`src/rtl/pwm_pkg.sv`:
```
package pwm_pkg;

    typedef enum logic [1:0] {
        MODE_LOW  = 2'd0,
        MODE_HIGH = 2'd1,
        MODE_RUN  = 2'd2
    } pwm_mode_e;

endpackage

```
`src/rtl/pwm_mode_fsm.sv`:
```
module pwm_mode_fsm
    import pwm_pkg::*;
(
    input  logic      clk,
    input  logic      rst_n,
    input  logic      force_hi,
    input  logic      pwm_en,
    input  logic      pwr_save,
    output pwm_mode_e mode_q,
    output logic      run
);

    pwm_mode_e mode_d;
    logic      want_run;

    assign want_run = pwm_en && !pwr_save;

    // next-state selection; every state evaluates the same priority
    always_comb begin
        mode_d = mode_q;
        unique case (mode_q)
            MODE_LOW: begin
                if (force_hi)      mode_d = MODE_HIGH;   // to_high
                else if (want_run) mode_d = MODE_RUN;    // to_run
                else               mode_d = MODE_LOW;
            end
            MODE_HIGH: begin
                if (force_hi)      mode_d = MODE_HIGH;
                else if (want_run) mode_d = MODE_RUN;    // to_run
                else               mode_d = MODE_LOW;    // to_low
            end
            MODE_RUN: begin
                if (force_hi)      mode_d = MODE_HIGH;   // to_high
                else if (want_run) mode_d = MODE_RUN;
                else               mode_d = MODE_LOW;    // to_low
            end
            default:               mode_d = MODE_LOW;
        endcase
    end

    // state register
    always_ff @(posedge clk or negedge rst_n) begin
        if (!rst_n) mode_q <= MODE_LOW;
        else        mode_q <= mode_d;
    end

    // outputs of the machine
    always_comb begin
        unique case (mode_q)
            MODE_RUN: run = 1'b1;
            default:  run = 1'b0;
        endcase
    end

    // the mode register leaves reset in MODE_LOW
    assert_reset_low_R1: assert property (@(posedge clk)
        (!$past(rst_n) && rst_n) |-> (mode_q == MODE_LOW));

endmodule

```
`src/rtl/pwm_prescale.sv`:
```
module pwm_prescale #(
    parameter int DIV_W = 4
) (
    input  logic             clk,
    input  logic             rst_n,
    input  logic             run,
    input  logic [DIV_W-1:0] div_l,
    output logic             tick
);

    localparam int PRE_W = (1 << DIV_W) - 1;

    logic [PRE_W-1:0] pcnt;
    logic [PRE_W-1:0] limit;

    // terminal count is 2^m - 1
    assign limit = ~({PRE_W{1'b1}} << div_l);
    assign tick  = run && (pcnt == limit);

    always_ff @(posedge clk or negedge rst_n) begin
        if (!rst_n)    pcnt <= '0;
        else if (!run) pcnt <= '0;
        else if (tick) pcnt <= '0;
        else           pcnt <= pcnt + 1'b1;
    end

    // prescaler restarts after each tick
    assert_tick_restart_R5: assert property (@(posedge clk) disable iff (!rst_n)
        (run && tick) |=> (pcnt == '0));

    // between ticks the prescaler advances by one each cycle
    assert_pre_step_R5: assert property (@(posedge clk) disable iff (!rst_n)
        (run && !tick) |=> (pcnt == $past(pcnt) + 1'b1));

    // idle circuitry leaves the prescaler cleared
    assert_pre_clear_R9: assert property (@(posedge clk) disable iff (!rst_n)
        !run |=> (pcnt == '0));

endmodule

```
`src/rtl/pwm_period_ctr.sv`:
```
module pwm_period_ctr #(
    parameter int DIV_W  = 4,
    parameter int DUTY_W = 8
) (
    input  logic              clk,
    input  logic              rst_n,
    input  logic              run,
    input  logic              tick,
    input  logic [DUTY_W-1:0] duty_in,
    input  logic [DIV_W-1:0]  div_in,
    output logic [DIV_W-1:0]  div_l,
    output logic              above
);

    localparam logic [DUTY_W-1:0] POS_LAST = {DUTY_W{1'b1}};

    logic [DUTY_W-1:0] dcnt;
    logic [DUTY_W-1:0] duty_l;
    logic              wrap;
    logic              capture;

    assign wrap    = tick && (dcnt == POS_LAST);
    assign capture = !run || wrap;
    assign above   = dcnt < duty_l;

    always_ff @(posedge clk or negedge rst_n) begin
        if (!rst_n)    dcnt <= '0;
        else if (!run) dcnt <= '0;
        else if (tick) dcnt <= dcnt + 1'b1;
    end

    always_ff @(posedge clk or negedge rst_n) begin
        if (!rst_n) begin
            duty_l <= '0;
            div_l  <= '0;
        end else if (capture) begin
            duty_l <= duty_in;
            div_l  <= div_in;
        end
    end

    // duty position holds between prescaler ticks
    assert_pos_hold_R5: assert property (@(posedge clk) disable iff (!rst_n)
        (run && !tick) |=> (dcnt == $past(dcnt)));

    // a zero duty never yields a high comparison
    assert_zero_duty_low_R7: assert property (@(posedge clk) disable iff (!rst_n)
        (run && duty_l == '0) |-> !above);

    // shadow values stay fixed inside a running window
    assert_shadow_hold_R8: assert property (@(posedge clk) disable iff (!rst_n)
        (run && !wrap) |=> ($stable(duty_l) && $stable(div_l)));

    // entering the running mode begins at position zero
    assert_fresh_start_R9: assert property (@(posedge clk) disable iff (!rst_n)
        $rose(run) |-> (dcnt == '0));

endmodule

```
`src/rtl/duty_pwm.sv`:
```
module duty_pwm
    import pwm_pkg::*;
#(
    parameter int DIV_W  = 4,
    parameter int DUTY_W = 8
) (
    input  logic              clk,
    input  logic              rst_n,
    input  logic [DIV_W-1:0]  div_sel,
    input  logic [DUTY_W-1:0] duty,
    input  logic              pwm_en,
    input  logic              force_hi,
    input  logic              pwr_save,
    output logic              pwm_out
);

    pwm_mode_e        mode_q;
    logic             run;
    logic             tick;
    logic             above;
    logic [DIV_W-1:0] div_l;

    pwm_mode_fsm u_mode (
        .clk      (clk),
        .rst_n    (rst_n),
        .force_hi (force_hi),
        .pwm_en   (pwm_en),
        .pwr_save (pwr_save),
        .mode_q   (mode_q),
        .run      (run)
    );

    pwm_prescale #(.DIV_W(DIV_W)) u_pre (
        .clk   (clk),
        .rst_n (rst_n),
        .run   (run),
        .div_l (div_l),
        .tick  (tick)
    );

    pwm_period_ctr #(.DIV_W(DIV_W), .DUTY_W(DUTY_W)) u_ctr (
        .clk     (clk),
        .rst_n   (rst_n),
        .run     (run),
        .tick    (tick),
        .duty_in (duty),
        .div_in  (div_sel),
        .div_l   (div_l),
        .above   (above)
    );

    // pin driver selected by mode
    always_comb begin
        unique case (mode_q)
            MODE_HIGH: pwm_out = 1'b1;
            MODE_RUN:  pwm_out = above;
            default:   pwm_out = 1'b0;
        endcase
    end

    // force-high wins over every other control
    assert_force_high_R2: assert property (@(posedge clk) disable iff (!rst_n)
        ($past(rst_n) && $past(force_hi)) |-> pwm_out);

    // disabled and unforced gives a low pin
    assert_idle_low_R3: assert property (@(posedge clk) disable iff (!rst_n)
        ($past(rst_n) && !$past(force_hi) && !$past(pwm_en)) |-> !pwm_out);

    // power save silences the modulation
    assert_sleep_low_R4: assert property (@(posedge clk) disable iff (!rst_n)
        ($past(rst_n) && !$past(force_hi) && $past(pwr_save)) |-> !pwm_out);

endmodule

```
`config.mk`:
```
export PLATFORM = sky130hd
export DESIGN_NAME = duty_pwm
export DESIGN_NICKNAME = d
export VERILOG_FILES = /design/src/rtl/pwm_pkg.sv /design/src/rtl/pwm_mode_fsm.sv /design/src/rtl/pwm_prescale.sv /design/src/rtl/pwm_period_ctr.sv /design/src/rtl/duty_pwm.sv
export SDC_FILE = /design/constraint.sdc
export NUM_CORES = 1
export LEC_CHECK = 0
export CORE_MARGIN = 3
export CORE_UTILIZATION = 30
export DETAILED_ROUTE_END_ITERATION = 8
export DONT_BUFFER_PORTS = 1
export GPL_ROUTABILITY_DRIVEN = 0
export PLACE_DENSITY = 0.46
export SLEW_MARGIN = 30
export SYNTH_ARGS = -nofsm -noshare
export SYNTH_HDL_FRONTEND = slang
export SYNTH_SLANG_ARGS = --single-unit
```
`constraint.sdc`:
```
create_clock -name clk -period 2.8 [get_ports clk]
set_clock_uncertainty 0.2 [all_clocks]
set_input_delay 0.14 -clock clk [delete_from_list [all_inputs] [get_ports clk]]
set_output_delay 0.14 -clock clk [all_outputs]
set_load 0.1 [all_outputs]
```
Word level (Yosys, flattened, before mapping). Cells that the tools add are included.

Shift-type cells: 1. Add/subtract/negate cells: 2. Mux-type cells: 9. Magnitude comparators: 1. Reduce and logical (&&, ||, !) cells: 8. Eq/ne operators: 5. Bitwise gates (word level): 1.

Operator list (count): 2-to-1 mux 15 bit (2); 2-to-1 mux 8 bit (2); adder 15 x 1 -> 15 bit (second input constant) (1); equality test 15 bit (1); NOT 15 bit (1); << shifter 15 x 4 -> 15 bit (first input constant) (1); adder 8 x 1 -> 8 bit (second input constant) (1); equality test 8 bit (second input constant) (1); < comparator 8 bit (1); 2-to-1 mux 2 bit (3); logical AND 1 bit (3); OR reduction 3 bit (1); equality test 2 x 1 -> 1 bit (second input constant) (1); equality test 2 bit (second input constant) (1); logical NOT 1 bit (2); logical NOT 2 bit (1); != test 2 bit (second input constant) (1); one-hot mux 1 bit (2 select lines) (1); logical OR 1 bit (1); 2-to-1 mux 1 bit (1).

Register bits: 37.

Logic depth before layout (Yosys ltp).
Depth in word-level cells: 6. Depth in mapped cells: 10. Depth with buffers taken out: 7.

By module. From an unflattened synthesis, not the netlist that was laid out.

Cell total of the unflattened synthesis: 241. Area, all modules: 2343.5 um^2.

Modules (own cells, without submodules): pwm_prescale (cells an instance 139, area each 1188.6 um^2, instances 1); pwm_period_ctr (cells an instance 90, area each 1028.5 um^2, instances 1); pwm_mode_fsm (cells an instance 6, area each 85.1 um^2, instances 1); duty_pwm (cells an instance 6, area each 41.3 um^2, instances 1).

Worst setup path after synthesis. No wires, ideal clock.

Kind: register -> output. Start point: reg u_mode.mode_q[0]. End point: out pwm_out. Data required time: 2.460 ns. Cell stages (with the launch flop): 7. Setup slack: -1.267 ns. Buffers on the path: 1. Arrival time: 3.727 ns. Cells stage by stage: dfrtp_1 inv_1 ha_1 clkbuf_1 inv_1 o311a_1 a221oi_1.

Longest elaborated chain between the ends: 2. Elaborated cells between the ends (all ways): 3. Classes of those cells: 2 x eq/ne; 1 x mux.

Ends and longest elaborated chain: start: declaration (RTL line pwm_mode_fsm.sv:9) `output pwm_mode_e mode_q,`; start signal: assignment (RTL line pwm_mode_fsm.sv:44) `else mode_q <= mode_d;`; equality test 2 bit / equality test 2 x 1 -> 1 bit (equally long branches) (RTL line duty_pwm.sv:54) `unique case (mode_q)`; one-hot mux 1 bit (2 select lines) * (RTL line duty_pwm.sv:54); end: declaration (RTL line duty_pwm.sv:14) `output logic pwm_out`.

Mark *: on every way between the ends. The rest lies on a longest branch, timed or not.

Worst setup path after layout.
Start point: reg u_ctr.div_l[2]. End point: reg u_ctr.div_l[1].

Longest elaborated chain between the ends: 6.

Ends and longest elaborated chain: start: declaration (RTL line pwm_period_ctr.sv:11) `output logic [DIV_W-1:0] div_l,`; start signal: assignment (RTL line pwm_period_ctr.sv:38) `div_l <= div_in;`; << shifter 15 x 4 -> 15 bit (RTL line pwm_prescale.sv:17) `assign limit = ~({PRE_W{1'b1}} << div_l);`; NOT 15 bit (RTL line pwm_prescale.sv:17); equality test 15 bit (RTL line pwm_prescale.sv:18) `assign tick = run && (pcnt == limit);`; logical AND 1 bit (RTL line pwm_prescale.sv:18); logical AND 1 bit (RTL line pwm_period_ctr.sv:22) `assign wrap = tick && (dcnt == POS_LAST);`; logical OR 1 bit (RTL line pwm_period_ctr.sv:23) `assign capture = !run || wrap;`.

No other way between the ends. A chain may end at the register's enable or synchronous reset.

==> impl_metrics.py <==
metrics = {
    "run_status": {
        "run_status": "finished clean",
    },
    "synth": {
        "yosys.area_share.simple_pct": 18.4,
        "number_of_synthesized_register_bits": 37,
        "post_synth_mux_area_share_pct": 8.70,
        "synth_top_family_by_area": "simple AND/OR/NAND/NOR gates",
        "postSynth.asyncResetShare_pct": 100,
        "post_syn_nets": 269,
        "synth_compound_gate_area_share_pct": 15.1,
        "syn-instance-count": 240,
        "yosys.area_share.adder_pct": 6.44,
        "synth_top_flop_cell": "sky130_fd_sc_hd__dfrtp_1",
        "synth_area_mm2": 0.00233,
        "postSynthAreaPerCell_um2": 9.71,
        "seq_area_frac_synth_pct": 39.7,
        "post_synth_num_cell_types": 51,
        "synth_xor_xnor_area_share_pct": 5.64,
        "synth_enable_flop_cells": 0,
        "yosysWarningCount": 0,
    },
    "global_routing": {
        "grt_first_pass_wirelength_um": 9200,
        "grt_use_total_pct": 13.2,
        "antenna_violations_before_repair": 0,
        "grt_pass1_vias": 1882,
        "grt_start_max_net_pins": 38,
        "grt_overflow": 0,
    },
    "die": {
        "placement_rows": 31,
        "die-width_um": 94.1,
        "io-pin-count": 18,
        "initial_utilization_pct": 31.5,
        "fp.dieH_um": 94.1,
        "die_area_mm2": 0.00886,
        "core-area_mm2": 0.00741,
    },
    "cts": {
        "max-clock-path-buffers": 2,
        "tritoncts.num_buffers": 5,
        "cts.reportedPaths.clkPinSlew_ns": 0.08,
        "cts.sink_count": 37,
        "ctsRootBufferMaster": "sky130_fd_sc_hd__clkbuf_8",
        "cts-htree-levels": 2,
        "cts_tree": "done",
        "worstSkewPairLatency_ns": 0.29,
    },
    "detailed_routing": {
        "ant_nets": 0,
        "drt_wl_total_um": 5480,
        "routed_met3_length_um": 190,
        "vias": 1835,
        "drt_first_iter_violations": 80,
        "drt-vias-per-instance": 4.83,
        "topRoutingLayerUsed": "met4",
        "drt_first_pass_iters": 4,
        "post_drt_wl_per_cell_um": 14.4,
        "wirelength_met1_um": 2820,
        "wl_met2_um": 2390,
        "drcViolationCount": 0,
    },
    "power_and_ir_drop": {
        "cellPowerDensity_mw_per_mm2": 408,
        "maximum_resistive_drop_on_vdd_uv": 255,
        "leakage_nw": 1.26,
    },
    "sta": {
        "final-setup-viol-count": 0,
        "slew_headroom_pct": 73.3,
        "tightestPinTransition_ns": 0.398,
        "timing.final.crit_share_pct": 96.8,
        "final_max_slew_viol_count": 0,
        "timing.hold.ws_ns": 0.141,
        "final_hold_violation_count": 0,
        "fmax_ghz": 0.369,
        "min_cycle_time_layout_ns": 2.71,
        "fin_setup_tns_ns": 0,
        "grt_setup_unrepaired": "true",
    },
    "final_layout": {
        "post_route_cells_drive_above_1_share_pct": 24.6,
        "layout-area-overhead-vs-synth_pct": 28.6,
        "nNetsFinal": 309,
        "finish.cell_count_without_fillers": 380,
        "post-route-util_pct": 40.5,
        "antenna-diode-count": 0,
    },
    "worst_hold_path": {
        "worst_hold_path_type": "in2async",
    },
    "setup_path": {
        "worst_setup_path_end_kind": "flip-flop",
        "worst-setup-path-type": "reg2reg",
        "required_ns": 2.78,
        "worst-r2r-setup-slack_ns": 0.09,
        "rr_startpoint": "u_ctr.div_l[2]$_DFFE_PN0P_",
        "worst_r2r_endpoint": "u_ctr.div_l[1]$_DFFE_PN0P_",
        "crit_path_launch_type": "flip-flop",
        "worstPathArrival_ns": 2.69,
        "r2r.worst_path.cells": 9,
        "critical_path.max_fanout": 6,
    },
    "placement": {
        "numPortBuffers": 0,
        "dp_hpwl_um": 3910,
        "numPlacedInstances": 350,
    },
    "job": {
        "maxCapViolations": 0,
    },
}
==> layer usage <==
layer	track usage, %	up-vias
met1	18.7	872
li1	-	925
met2	19.9	32
met5	0	-
met3	3.53	6
met4	3.25	0
==> cells in the final DEF (no fill, tap or decap), types with 7 or more instances in the layout <==
master,count
sky130_fd_sc_hd__a21oi_1,7
sky130_fd_sc_hd__dlygate4sd3_1,15
sky130_fd_sc_hd__ha_1,12
sky130_fd_sc_hd__nand3_1,12
sky130_fd_sc_hd__inv_1,18
sky130_fd_sc_hd__buf_4,22
sky130_fd_sc_hd__nand2_1,13
sky130_fd_sc_hd__xnor2_1,10
sky130_fd_sc_hd__nor2_1,26
sky130_fd_sc_hd__mux2_4,12
sky130_fd_sc_hd__dfrtp_1,33
==> power by group <==
group / internal, mW / total [mW] / switching (mW)
registers: 0.548 / 0.563 / 0.0154
clock network: 0.290 / 0.491 / 0.201
logic: 0.0892 / 0.168 / 0.0791
total: 0.927 / 1.22 / 0.295
==> metrics by stage <==
| step | setup slack (ns) | total power, mW | cell area (um^2) |
|---|---|---|---|
| finish | 0.0891 | 1.22 | 3000 |
| global placement | -0.00658 | 0.692 | 2600 |
| floorplan | 0.0942 | 0.658 | 2350 |
| detailed placement | -0.0518 | 0.693 | 2600 |
| CTS | 0.0179 | 1.22 | 2890 |
| global route | -0.0457 | 1.28 | 3000 |
==> kinds of logic (layout without fill, tap and decap cells) <==
kind of cell | after synthesis | after routing
fa+ha+maj | 12 | 12
flops | 37 | 37
compound gates | 47 | 47
buf+inv | 30 | 71
xor+xnor | 15 | 15
mux | 15 | 15
simple gates | 84 | 84
==> repair_timing <==
item | 4_1_cts | 5_1_grt
hold buffers | 16 | 0
setup endpoints to repair | 12 | 19
resized for setup | 3 | 19
buffers inserted | 0 | 6
pin swaps | 1 | 4
endpoints found under the hold margin | 51 | 0
==> how the worst max path moves through the flow <==
| stage | from | end |
|---|---|---|
| detailed placement | u_ctr.div_l[3]$_DFFE_PN0P_ | u_ctr.div_l[1]$_DFFE_PN0P_ |
| CTS | u_ctr.div_l[2]$_DFFE_PN0P_ | u_ctr.div_l[1]$_DFFE_PN0P_ |
| floorplan | u_ctr.div_l[1]$_DFFE_PN0P_ | u_ctr.div_l[2]$_DFFE_PN0P_ |
| global route | u_ctr.div_l[2]$_DFFE_PN0P_ | u_ctr.duty_l[3]$_DFFE_PN0P_ |
| finish | u_ctr.div_l[2]$_DFFE_PN0P_ | u_ctr.div_l[1]$_DFFE_PN0P_ |
| global placement | u_ctr.div_l[3]$_DFFE_PN0P_ | u_ctr.div_l[1]$_DFFE_PN0P_ |
==> critical path, cell delays in order (launching register included) <==
cell                        delay, ns
sky130_fd_sc_hd__dfrtp_2         0.45
sky130_fd_sc_hd__buf_4           0.16
sky130_fd_sc_hd__nand2_1         0.12
sky130_fd_sc_hd__buf_4           0.14
sky130_fd_sc_hd__a21oi_1         0.04
sky130_fd_sc_hd__nor4_2          0.32
sky130_fd_sc_hd__o2111ai_2       0.25
sky130_fd_sc_hd__o41ai_4         0.42
sky130_fd_sc_hd__buf_4           0.21
sky130_fd_sc_hd__mux2_4          0.29
==> layout make-up <==
| type | count | area (um^2) |
|---|---|---|
| Multi-Input combinational cell | 173 | 1330 |
| Inverter | 18 | 67.6 |
| Sequential cell | 37 | 931 |
| Clock buffer | 6 | 82.6 |
| Timing Repair Buffer | 45 | 425 |
| Tap cell | 99 | 124 |
| Clock inverter | 2 | 37.5 |
| Fill cell | 743 | 4410 |
==> synthesized netlist by cell type (3+ instances only) <==
| master | number | share of area [%] |
|---|---|---|
| sky130_fd_sc_hd__a21o_1 | 3 | 0.97 |
| sky130_fd_sc_hd__a21oi_1 | 10 | 2.1 |
| sky130_fd_sc_hd__and3_1 | 3 | 0.81 |
| sky130_fd_sc_hd__buf_2 | 6 | 1.3 |
| sky130_fd_sc_hd__clkbuf_1 | 3 | 0.48 |
| sky130_fd_sc_hd__dfrtp_1 | 37 | 40 |
| sky130_fd_sc_hd__ha_1 | 12 | 6.4 |
| sky130_fd_sc_hd__inv_1 | 18 | 2.9 |
| sky130_fd_sc_hd__mux2_4 | 10 | 6.4 |
| sky130_fd_sc_hd__mux2i_1 | 3 | 1.3 |
| sky130_fd_sc_hd__nand2_1 | 14 | 2.3 |
| sky130_fd_sc_hd__nand2b_1 | 3 | 0.81 |
| sky130_fd_sc_hd__nand3_1 | 12 | 2.6 |
| sky130_fd_sc_hd__nor2_1 | 27 | 4.3 |
| sky130_fd_sc_hd__nor2b_1 | 6 | 1.6 |
| sky130_fd_sc_hd__o21ai_0 | 7 | 1.5 |
| sky130_fd_sc_hd__o21bai_1 | 3 | 0.97 |
| sky130_fd_sc_hd__o31ai_1 | 5 | 1.6 |
| sky130_fd_sc_hd__or4_1 | 5 | 1.6 |
| sky130_fd_sc_hd__xnor2_1 | 10 | 3.8 |
| sky130_fd_sc_hd__xor2_1 | 5 | 1.9 |
==> state kept, by name, summed over array words and instances, names as in the netlist <==
name,flops
u_ctr.duty_l,8
u_pre.pcnt,15
u_ctr.div_l,4
u_ctr.dcnt,8
u_mode.mode_q,2
(Power assumes the default switching activity.)
